--- src/rtl/lposc_period_meter.sv ---
module lposc_period_meter #(
  parameter int CNT_W       = 12,
  parameter int SYNC_STAGES = 2
) (
  input  logic             clk_ref,
  input  logic             rst_n,
  input  logic             slow_clk,
  input  logic             cal_en,
  output logic [CNT_W-1:0] period_cnt,
  output logic             cal_done
);

  localparam logic [CNT_W-1:0] CNT_MAX = '1;

  typedef enum logic [1:0] {ST_IDLE, ST_ARM, ST_RUN, ST_HOLD} st_t;

  st_t              state;
  logic [CNT_W-1:0] tick_cnt;
  logic [SYNC_STAGES:0] sync_q;
  logic             slow_rise;

  always_ff @(posedge clk_ref or negedge rst_n)
    if (!rst_n) sync_q <= '0;
    else        sync_q <= {sync_q[SYNC_STAGES-1:0], slow_clk};

  assign slow_rise = sync_q[SYNC_STAGES-1] & ~sync_q[SYNC_STAGES];

  always_ff @(posedge clk_ref or negedge rst_n) begin
    if (!rst_n) begin
      state      <= ST_IDLE;
      tick_cnt   <= '0;
      period_cnt <= '0;
      cal_done   <= 1'b0;
    end else if (!cal_en) begin
      state      <= ST_IDLE;
      tick_cnt   <= '0;
      period_cnt <= '0;
      cal_done   <= 1'b0;
    end else begin
      case (state)
        ST_IDLE: state <= ST_ARM;
        ST_ARM:
          if (slow_rise) begin
            tick_cnt <= {{(CNT_W-1){1'b0}}, 1'b1};
            state    <= ST_RUN;
          end
        ST_RUN:
          if (slow_rise || tick_cnt == CNT_MAX) begin
            period_cnt <= tick_cnt;
            cal_done   <= 1'b1;
            state      <= ST_HOLD;
          end else begin
            tick_cnt <= tick_cnt + 1'b1;
          end
        default: state <= ST_HOLD;
      endcase
    end
  end

endmodule


--- config.mk ---
export PLATFORM = sky130hd
export DESIGN_NAME = lposc_period_meter
export DESIGN_NICKNAME = d
export VERILOG_FILES = /design/src/rtl/lposc_period_meter.sv
export SDC_FILE = /design/constraint.sdc
export NUM_CORES = 1
export LEC_CHECK = 0
export BUFFER_PORTS_ARGS = -buffer_cell sky130_fd_sc_hd__buf_2
export CORE_MARGIN = 4
export CORE_UTILIZATION = 48
export CTS_BUF_LIST = sky130_fd_sc_hd__clkbuf_16
export CTS_CLUSTER_DIAMETER = 80
export DETAILED_ROUTE_END_ITERATION = 10
export PLACE_DENSITY = 0.68
export SLEW_MARGIN = 40
export SYNTH_ARGS = -nofsm -noshare
export SYNTH_HDL_FRONTEND = slang
export SYNTH_SLANG_ARGS = --single-unit
--- constraint.sdc ---
create_clock -name clk_ref -period 2.7 [get_ports clk_ref]
set_clock_uncertainty 0.05 [all_clocks]
set_input_delay 0.27 -clock clk_ref [delete_from_list [all_inputs] [get_ports clk_ref]]
set_output_delay 0.27 -clock clk_ref [all_outputs]
set_load 0.005 [all_outputs]
# Word-level counts from Yosys, hierarchy flattened
# Index checks and enable logic that the tools add are counted.
# word_totals
regBits	30
out_inout_bits	13
in_bits	4
# op_classes
n_reduce_logical	5
muxes	14
bitwise	2
add_sub_neg	1
eq_ne	9
# ops
op	count
$mux 12	6
$pmux 12 s2	1
$add 12x1->12 const B	1
$eq 12x12->1 const B	1
$ne 3x3->1 const B	3
$mux 2	3
$pmux 2 s3	1
$ne 2x1->1 const B	2
$reduce_and 2->1	2
$mux 1	3
$ne 3x1->1 const B	1
$reduce_and 3->1	1
$eq 2x1->1 const B	1
$eq 2x2->1 const B	1
$logic_not 2->1	1
$and 1x1->1	1
$logic_or 1x1->1	1
$not 1->1	1

# Logic depth before layout (Yosys ltp)
# Gate-level depths: netlist of run 1.
# logic_depth
depth_word	6
mapped_depth	6
depth_no_buf	5

# Least setup slack after synthesis of run 1
# No wires, ideal clock.
# synth_path
kind	register to register
startpoint	register tick_cnt[0]
endpoint	register period_cnt[0]
n_path_buf	1
stages_incl_launch_ff	7
arrival_ns	1.827
synth_period_minus_slack_ns	1.956
required_time_ns	2.571
setup_slack_ns	0.744
cell_sequence	dfrtp_1 -> ha_1 -> nand3_2 -> or4_4 -> a21boi_4 -> buf_12 -> mux2i_1
# synth_via
elab_chain_cells	4
elab_cells_between_ends	7
cone_classes	eq/ne: 2; mux: 3; reduce/logical: 2
# synth_lines
element	line_no	text
start: declaration	18	logic [CNT_W-1:0] tick_cnt;
start signal: assignment	44	tick_cnt <= {{(CNT_W-1){1'b0}}, 1'b1};
start signal: assignment	53	tick_cnt <= tick_cnt + 1'b1;
$eq 12x12->1	48	if (slow_rise || tick_cnt == CNT_MAX) begin
$logic_or 1x1->1	48	
$ne 2x1->1 (no line)	n/a	
$reduce_and 2->1 (no line)	n/a	
end signal: assignment	49	period_cnt <= tick_cnt;
end: declaration	9	output logic [CNT_W-1:0] period_cnt,
# Parallel ways exist; a longest one is shown, timed or not. The select of a mux whose other input is x is not followed.
# A chain may end at the register's enable or synchronous reset.

# Worst setup path after layout of run 1
# layout_path
startpoint	register tick_cnt[0]
endpoint	register period_cnt[3]
# layout_via
elab_chain_cells	4
# layout_lines
element	line_no
$eq 12x12->1	48
$logic_or 1x1->1	48
$ne 2x1->1 (no line)	n/a
$reduce_and 2->1 (no line)	n/a
# No other way between the ends.

==> flow_summary.toml, run 1 <==
[placed_design]
i_o_buffers = 16
place_inst = 187
place_congestion = 0.777
detailedPlace.worstSlack_ns = 0.355
post-dp-hpwl_um = 2030

[min_path]
min_path_cells = 1
timing.hold.worst.start = "slow_clk"
hold_crit_path_type = "in -> reg"
min_to = "sync_q[0]"

[layout]
area_growth_pct = 15.8
finalNetCount = 169
drive_above_1_share_pct = 18.3
final_cell_count_no_fill = 195
layout.filler_cells = 255
finalCoreUtilization_pct = 59.9
insertedDiodeCount = 0

[floorplan]
core_area_sq_um = 2850
die_width_um = 63.5
io_pins = 17
initial_core_util_pct = 51.8
die_y_um = 63.5
floorplan.die_area_sq_um = 4030
fp-row-count = 19

[logic_synthesis]
synthesis.nets = 151
synth-edff-count = 0
synth.top_cells.by_count = "sky130_fd_sc_hd__dfrtp_1 (30), sky130_fd_sc_hd__nand2_1 (30), sky130_fd_sc_hd__mux2i_1 (13)"
synthDominantCellAreaShare_pct = 50.8
synth.yosys.seq_area_share_pct = 50.8
synth.area.top_cells = "sky130_fd_sc_hd__dfrtp_1 (51%), sky130_fd_sc_hd__mux2i_1 (8.8%), sky130_fd_sc_hd__nand2_1 (7.6%)"
postSynth.topFlopCell = "sky130_fd_sc_hd__dfrtp_1"
postSynth.asyncResetShare_pct = 100
area_leader_netlist = "sky130_fd_sc_hd__dfrtp_1"
synthesized_area_per_cell_sq_um = 10.1
synthesis.area_sq_um = 1480
synth_warnings = 0
synth.lib_cells_used.distinct = 33
synth_seq_cells = 30
post_synth_inst_count = 146

[power_and_ir_drop]
intPower_mw = 0.802
sw_frac_of_total_pct = 20.4
power.share.clock_pct = 49.7
ir_worst_vdd_mv = 0.345
power_frac_comb_pct = 4.2
power.share.sequential_pct = 46.1
power.density_cell_area_nw_per_um2 = 590
total_switching_power_mw = 0.205
leakage_power_total_nw = 0.741

[clock_tree]
cts-buffers-inserted = 5
cts_num_sinks = 30
clk-insertion-delay-late_ns = 0.27
post_cts.resized_instances = 0
htree_num_levels = 2
max_buffers_root_to_sink = 2
cts_root_buffer = "sky130_fd_sc_hd__clkbuf_16"
clock_pin_slew_on_the_worst_setup_and_hold_paths_ns = 0.05
cts_tree = "done"

[critical_path]
r2r_start = "tick_cnt[0]"
cp_data_required_time_ns = 2.84
nature_of_the_critical_path_endpoint = "flip-flop"
ff2ff_path_depth = 5
crit_path_dat_ns = 2.50
r2r_end = "period_cnt[3]"
critPathLaunchType = "flip-flop"
critical_path_peak_fanout = 12
critPathKind = "reg -> reg"
ff2ff_setup_slack_ns = 0.34

[route]
postRouteAntennaNets = 0
via_count = 1103
detail_route.vias_per_cell = 5.66
drc_errors = 0
drt_wl_total_um = 2840
average_wire_per_standard_cell_um = 14.6
drt-pass1-iter-count = 4
detail_route.iter0.violations = 80

[sta]
max-slew-margin-rel_pct = 56.7
final.setup.tns_ns = 0
worstMarginPinSlew_ns = 0.643
fmax_ghz = 0.423
final_period_minus_worst_setup_slack_ns = 2.36
period_utilisation_layout_pct = 87.5
setup_viol = 0
report.final.slew_viol_count = 0
final.setup.worst_slack_ns = 0.338
grt_setup_unrepaired = "no"
timing_hold_violations_final = 0

[global_route]
grt_antenna_before_repair = 0
grt_max_degree = 31
grt_first_pass_wirelength_um = 5030
via_count_of_the_first_global_routing_pass = 1075
grt.total_usage_pct = 16.5
globalRoute.totalOverflow = 0

[status]
outcome = "finished, final reports clean"

[flow_run]
maxCapViolCount = 0
through the flow:
step / hold slack, ns / power, mW / instance area, sq um
6_report: 0.0578 / 1.01 / 1710
5_1_grt: 0.0522 / 1.06 / 1710
4_1_cts: 0.0527 / 1.02 / 1710
3_5_place_dp: 0.283 / 0.513 / 1560
3_3_place_gp: 0.275 / 0.511 / 1560
2_1_floorplan: -0.0756 / 0.495 / 1480
layout by cell type (no fill, tap or decap), types with 2 or more instances in the layout:
cell and n:
sky130_fd_sc_hd__nand2_1 30, sky130_fd_sc_hd__dfrtp_1 30, sky130_fd_sc_hd__buf_2 16, sky130_fd_sc_hd__mux2i_1 13, sky130_fd_sc_hd__a31oi_1 11, sky130_fd_sc_hd__inv_1 8
sky130_fd_sc_hd__nand2b_1 5, sky130_fd_sc_hd__clkbuf_16 5, sky130_fd_sc_hd__nor4_1 4, sky130_fd_sc_hd__o211ai_1 4, sky130_fd_sc_hd__nand4_1 3, sky130_fd_sc_hd__and3_1 3
sky130_fd_sc_hd__nand3_2 2, sky130_fd_sc_hd__and3b_1 2, sky130_fd_sc_hd__a21boi_0 2, sky130_fd_sc_hd__o21ai_0 2, sky130_fd_sc_hd__nor3_1 2, sky130_fd_sc_hd__nand3_1 2
sky130_fd_sc_hd__clkinv_2 2, sky130_fd_sc_hd__buf_4 2
flip-flops by register name, summed over array words and instances, names as in the netlist:
signal      count
state           2
period_cnt     12
tick_cnt       12
sync_q          3
cal_done        1
cell families after synthesis:
logic type | Yosys count | share of synthesized area [%]
AOI/OAI and AO/OA | 27 | 13.3
adders and majority gates | 1 | 0.847
buffers and inverters | 16 | 5.17
DFF | 30 | 50.8
muxes | 14 | 9.58
and+or+nand+nor | 58 | 20.3
area by class of cell:
type / instances / area (sq um) / area share (%)
flip-flops and latches: 30 / 751 / 43.9
multi-input cells: 100 / 649 / 38.0
clock buffers: 5 / 125 / 7.32
repair buffers: 19 / 105 / 6.15
well taps: 31 / 38.8 / 2.27
inverters: 8 / 30.0 / 1.76
clock inverters: 2 / 10.0 / 0.586
critical path: stages (launching register included):
cell,delay [ns]
sky130_fd_sc_hd__dfrtp_1,0.43
sky130_fd_sc_hd__ha_1,0.23
sky130_fd_sc_hd__nand3_2,0.17
sky130_fd_sc_hd__or4_4,0.65
sky130_fd_sc_hd__a21boi_4,0.48
sky130_fd_sc_hd__mux2i_1,0.26
worst max-delay path by stage:
stage,cells past startpoint,startpoint,slack [ns],endpoint
6_report,5,tick_cnt[0],0.34,period_cnt[3]
5_1_grt,5,tick_cnt[0],0.20,period_cnt[1]
4_1_cts,5,tick_cnt[0],0.34,period_cnt[3]
3_5_place_dp,5,tick_cnt[0],0.36,period_cnt[1]
3_3_place_gp,5,tick_cnt[0],0.42,period_cnt[2]
2_1_floorplan,6,tick_cnt[0],0.74,period_cnt[0]
per-layer routing:
metal | global-route usage (%) | part of all wire [%] | wire, um | up-vias
met3 | 6.39 | 4.3 | 123 | 6
met5 | 0 | 0 | 0 | -
met2 | 23.7 | 46 | 1320 | 22
met1 | 21.2 | 47 | 1340 | 523
li1 | - | - | - | 552
met4 | 8.89 | 2.2 | 63 | 0
power groups by stage:
stage	logic [mW]	clock network, mW	registers (mW)
6_report	0.0423	0.501	0.465
5_1_grt	0.0484	0.546	0.465
4_1_cts	0.0430	0.517	0.464
3_5_place_dp	0.0419	0	0.471
3_3_place_gp	0.0405	0	0.470
2_1_floorplan	0.0254	0	0.469
timing repair:
| item | in CTS | in global routing |
|---|---|---|
| hold buffers | 1 | 0 |
| setup buffers | 0 | 0 |
| hold endpoints to repair | 30 | 0 |
Note: power is estimated with default switching activity, not from simulation.
==> inputs of run 2 (changes only) <==
--- a/config.mk
+++ b/config.mk
@@ -11,7 +11,8 @@
 export CTS_BUF_LIST = sky130_fd_sc_hd__clkbuf_16
 export CTS_CLUSTER_DIAMETER = 80
 export DETAILED_ROUTE_END_ITERATION = 10
-export PLACE_DENSITY = 0.68
+export GPL_ROUTABILITY_DRIVEN = 1
+export PLACE_DENSITY = 0.7
 export SLEW_MARGIN = 40
 export SYNTH_ARGS = -nofsm -noshare
 export SYNTH_HDL_FRONTEND = slang
==> run 2 against run 1 <==
  * Critical path depth stayed put
  * Critical path type unchanged
  * Cell count rose by 0.51%
  * Non-clock buffer count unchanged
  * Largest cell class unchanged
  * Via count up 2.3%
  * Register-to-register slack better by 0.03 ns
==> flow_summary.toml, run 2 (same netlist as run 1, synthesis figures left out) <==
[floorplan]
die_width_um = 63.5
die_y_um = 63.5
core_area_sq_um = 2850
fp-row-count = 19
initial_core_util_pct = 51.8
io_pins = 17
floorplan.die_area_sq_um = 4030

[critical_path]
cp_data_required_time_ns = 2.84
critPathKind = "reg -> reg"
timing.critical_path.slowest_cell_delay_ns = 0.65
nature_of_the_critical_path_endpoint = "flip-flop"
ff2ff_setup_slack_ns = 0.37
crit_path_cell_trace = "ha_1 -> nand3_2 -> or4_4 -> a21boi_4 -> mux2i_1"
ff2ff_path_depth = 5
family_of_cells_with_the_greatest_summed_delay_on_the_critical_path = "simple AND/OR/NAND/NOR gates"
cp.buffers_inverters = 0
critical_path_peak_fanout = 12
crit_path_dat_ns = 2.47
worst-path-stages = 5
critPathLaunchType = "flip-flop"
timing.critical_path.slowest_stage_cell = "sky130_fd_sc_hd__or4_4"

[placed_design]
detailedPlace.worstSlack_ns = 0.340
post-dp-hpwl_um = 1960
place_congestion = 0.819
i_o_buffers = 16

[layout]
area_growth_pct = 15.9
biggestRegsByFlops = "period_cnt x12, tick_cnt x12, sync_q x3"
finalNetCount = 169
insertedDiodeCount = 0
mostFrequentLayoutCells = "sky130_fd_sc_hd__nand2_1 (30), sky130_fd_sc_hd__dfrtp_1 (30), sky130_fd_sc_hd__buf_2 (16)"
drive_above_1_share_pct = 17.6
layout.filler_cells = 248

[global_route]
grt.total_usage_pct = 16.3
globalRoute.totalOverflow = 0
via_count_of_the_first_global_routing_pass = 1110
grt_max_degree = 31
grt_first_pass_wirelength_um = 5010
grt_antenna_before_repair = 0

[clock_tree]
max_buffers_root_to_sink = 2
cts_tree = "done"
cts_root_buffer = "sky130_fd_sc_hd__clkbuf_16"
cts_num_sinks = 30
clk-insertion-delay-late_ns = 0.27
clock_pin_slew_on_the_worst_setup_and_hold_paths_ns = 0.05
cts-buffers-inserted = 5
htree_num_levels = 2

[status]
outcome = "finished, final reports clean"

[sta]
grt_setup_unrepaired = "no"
max-slew-margin-rel_pct = 55.6
period_utilisation_layout_pct = 86.3
fmax_ghz = 0.429
final.setup.tns_ns = 0
worstMarginPinSlew_ns = 0.666
setup_viol = 0
final.setup.worst_slack_ns = 0.369
report.final.slew_viol_count = 0
timing_hold_violations_final = 0
final_period_minus_worst_setup_slack_ns = 2.33

[route]
drc_errors = 0
average_wire_per_standard_cell_um = 14.5
drt_wl_total_um = 2830
via_count = 1128
detail_route.vias_per_cell = 5.76
detail_route.iter0.violations = 63
postRouteAntennaNets = 0
drt-pass1-iter-count = 4

[power_and_ir_drop]
leakage_power_total_nw = 0.744
power.density_cell_area_nw_per_um2 = 592
ir_worst_vdd_mv = 0.361

[min_path]
min_path_cells = 1
hold_crit_path_type = "in -> reg"

[flow_run]
maxCapViolCount = 0
[run 2: changes by cell type in the layout (fill, tap and decap cells not counted)]
cell,previous run,this run
sky130_fd_sc_hd__clkinv_1,0,1
sky130_fd_sc_hd__inv_1,8,9
sky130_fd_sc_hd__clkinv_2,2,1
[run 2: power breakdown]
| part | internal [mW] | switching, mW |
|---|---|---|
| Combinational | 0.0143 | 0.0282 |
| Sequential | 0.458 | 0.00605 |
| Clock | 0.331 | 0.177 |
[run 2: what timing repair did]
action                    4_1_cts  5_1_grt
gates resized for setup         0        0
hold endpoints to repair       30        0
hold buffers                    1        0
buffers inserted                0        0
[run 2: worst paths after layout]
check / startpoint / endpoint
min in group asynchronous: rst_n / period_cnt[9]
max in group asynchronous: rst_n / tick_cnt[1]
max: tick_cnt[1] / period_cnt[11]
max reg2reg: tick_cnt[1] / period_cnt[11]
min reg2reg: sync_q[0] / sync_q[1]
min: slow_clk / sync_q[0]
[run 2: metal layers]
layer / share of wire (%) / routed length, um / global-route usage, %
met5: 0 / 0 / 0
met3: 5.8 / 163 / 6.04
met2: 45 / 1280 / 23.7
met1: 47 / 1320 / 20.6
met4: 2.4 / 67 / 9.16
[run 2: through the flow]
stage	cells	utilization [%]	cell area (sq um)	power [mW]	hold WS, ns
finish	196	60.0	1710	1.01	0.0507
global route	196	60.0	1710	1.06	0.0464
CTS	196	60.0	1710	1.03	0.0442
detailed placement	187	54.8	1560	0.513	0.281
global placement	187	54.8	1560	0.511	0.274
floorplan	146	-	1480	0.495	-0.0756
[run 2: final cells by class]
cell class / count / area [sq um] / area share, %
clock inverters: 3 / 12.5 / 0.731
well taps: 31 / 38.8 / 2.27
flip-flops and latches: 30 / 751 / 43.9
inverters: 8 / 30.0 / 1.75
clock buffers: 5 / 125 / 7.31
repair buffers: 19 / 105 / 6.14
multi-input cells: 100 / 649 / 37.9
==> inputs of run 3 (changes only) <==
==> constraint.sdc (replaced) <==
create_clock -name clk_ref -period 2.7 [get_ports clk_ref]
set_clock_uncertainty 0.05 [all_clocks]
set_input_delay 0.54 -clock clk_ref [delete_from_list [all_inputs] [get_ports clk_ref]]
set_output_delay 0.54 -clock clk_ref [all_outputs]
set_load 0.005 [all_outputs]
==> run 3 against run 2 <==
  * Register-to-register slack got worse by 0.07 ns
  * Global-route usage rose by 0.80 points
  * Flip-flop and latch count unchanged
  * Final area fell by 0.66%
  * Clock power down 2%
  * Via count is 0.35% lower
  * Setup slack worse by 0.067 ns
  * Cell count is 0.51% lower
  * Maximum frequency down 2.8%
  * Critical path depth unchanged
  * Die area did not move
  * Non-clock buffer count decreased by 1
  * Critical path type unchanged
==> flow_summary.toml, run 3 (same netlist as run 1, synthesis figures left out) <==
[status]
outcome = "finished, final reports clean"

[critical_path]
critical_path_peak_fanout = 12
family_of_cells_with_the_greatest_summed_delay_on_the_critical_path = "simple AND/OR/NAND/NOR gates"
nature_of_the_critical_path_endpoint = "flip-flop"
cp_data_required_time_ns = 2.83
critPathKind = "reg -> reg"
timing.critical_path.slowest_cell_delay_ns = 0.65
ff2ff_setup_slack_ns = 0.30
cp.buffers_inverters = 0
critPathLaunchType = "flip-flop"
crit_path_cell_trace = "ha_1 -> nand3_2 -> or4_4 -> a21boi_4 -> mux2i_1"
crit_path_dat_ns = 2.53
timing.critical_path.slowest_stage_cell = "sky130_fd_sc_hd__or4_4"

[floorplan]
die_y_um = 63.5
initial_core_util_pct = 51.8
fp-row-count = 19
io_pins = 17
floorplan.die_area_sq_um = 4030
core_area_sq_um = 2850
die_width_um = 63.5

[layout]
biggestRegsByFlops = "period_cnt x12, tick_cnt x12, sync_q x3"
drive_above_1_share_pct = 17.1
mostFrequentLayoutCells = "sky130_fd_sc_hd__nand2_1 (30), sky130_fd_sc_hd__dfrtp_1 (30), sky130_fd_sc_hd__buf_2 (16)"
insertedDiodeCount = 0
final_design_area_no_fill_sq_um = 1700
area_growth_pct = 15.2
finalNetCount = 168

[clock_tree]
cts_num_sinks = 30
cts_root_buffer = "sky130_fd_sc_hd__clkbuf_16"
cts_tree = "done"
cts-buffers-inserted = 5
htree_num_levels = 2
post_cts.resized_instances = 0
clk-insertion-delay-late_ns = 0.27
max_buffers_root_to_sink = 2
cts_setup_buffers = 0
cts_hold_repair.buffers = 0
clock_pin_slew_on_the_worst_setup_and_hold_paths_ns = 0.05

[global_route]
grt.total_usage_pct = 17.1
grt_first_pass_wirelength_um = 5310
grt_max_degree = 31
via_count_of_the_first_global_routing_pass = 1104
grt_antenna_before_repair = 0
globalRoute.totalOverflow = 0

[route]
drt_wl_total_um = 2920
postRouteAntennaNets = 0
detail_route.iter0.violations = 48
via_count = 1124
detail_route.vias_per_cell = 5.76
drc_errors = 0
drt-pass1-iter-count = 4
average_wire_per_standard_cell_um = 15.0

[placed_design]
post-dp-hpwl_um = 1990
place_area_sq_um = 1560
place_congestion = 0.861
i_o_buffers = 16

[power_and_ir_drop]
power.density_cell_area_nw_per_um2 = 589
ir_worst_vdd_mv = 0.290
leakage_power_total_nw = 0.734

[sta]
fmax_ghz = 0.417
final.setup.tns_ns = 0
timing_hold_violations_final = 0
grt_setup_unrepaired = "no"
final_period_minus_worst_setup_slack_ns = 2.40
period_utilisation_layout_pct = 88.8
setup_viol = 0
report.final.slew_viol_count = 0
max-slew-margin-rel_pct = 57.9
worstMarginPinSlew_ns = 0.632

[min_path]
hold_crit_path_type = "in -> async"

[flow_run]
maxCapViolCount = 0
-- run 3: path summary, 6_finish.rpt --
check / start / to / depth (start not counted)
setup reg to reg: tick_cnt[0] / period_cnt[1] / 5
hold reg to reg: sync_q[0] / sync_q[1] / 0
min in group clk_ref: sync_q[0] / sync_q[1] / 0
hold / removal: rst_n / period_cnt[11] / 1
setup / recovery: tick_cnt[0] / period_cnt[1] / 5
max in group asynchronous: rst_n / period_cnt[3] / 1
-- run 3: worst reg2reg max path: cells and delay by family, from the launching register on --
| kind | cells | cell delay [ns] |
|---|---|---|
| AOI/OAI and AO/OA | 1 | 0.49 |
| and+or+nand+nor | 2 | 0.83 |
| DFF | 1 | 0.43 |
| adders and majority gates | 1 | 0.24 |
| muxes | 1 | 0.28 |
-- run 3: layer usage --
layer	part of all wire [%]	global-route usage, %
met2	47	25.6
met3	5.0	5.51
met4	2.6	7.82
met1	45	22.3
met5	0	0
-- run 3: metrics by stage --
stage	utilization, %	std cells	setup slack [ns]	power [mW]	hold WS (ns)
6_report	59.6	195	0.302	1.00	0.245
5_1_grt	59.6	195	0.126	1.05	0.306
4_1_cts	59.6	195	0.278	1.02	0.265
3_5_place_dp	54.8	187	0.351	0.513	0.296
3_3_place_gp	54.8	187	0.424	0.511	0.285
2_1_floorplan	-	146	0.744	0.495	0.194
-- run 3: final cells by class --
type,count,area [sq um]
fill,256,1150
sequential,30,751
multi-input combinational,100,649
timing repair buffer,18,95.1
tap,31,38.8
clock inverter,3,11.3
clock buffer,5,125
inverter,8,30.0
-- run 3: where the power goes --
part | switching [mW] | total [mW] | internal, mW
Clock | 0.167 | 0.496 | 0.329
Sequential | 0.00657 | 0.464 | 0.458
Combinational | 0.0282 | 0.0415 | 0.0133
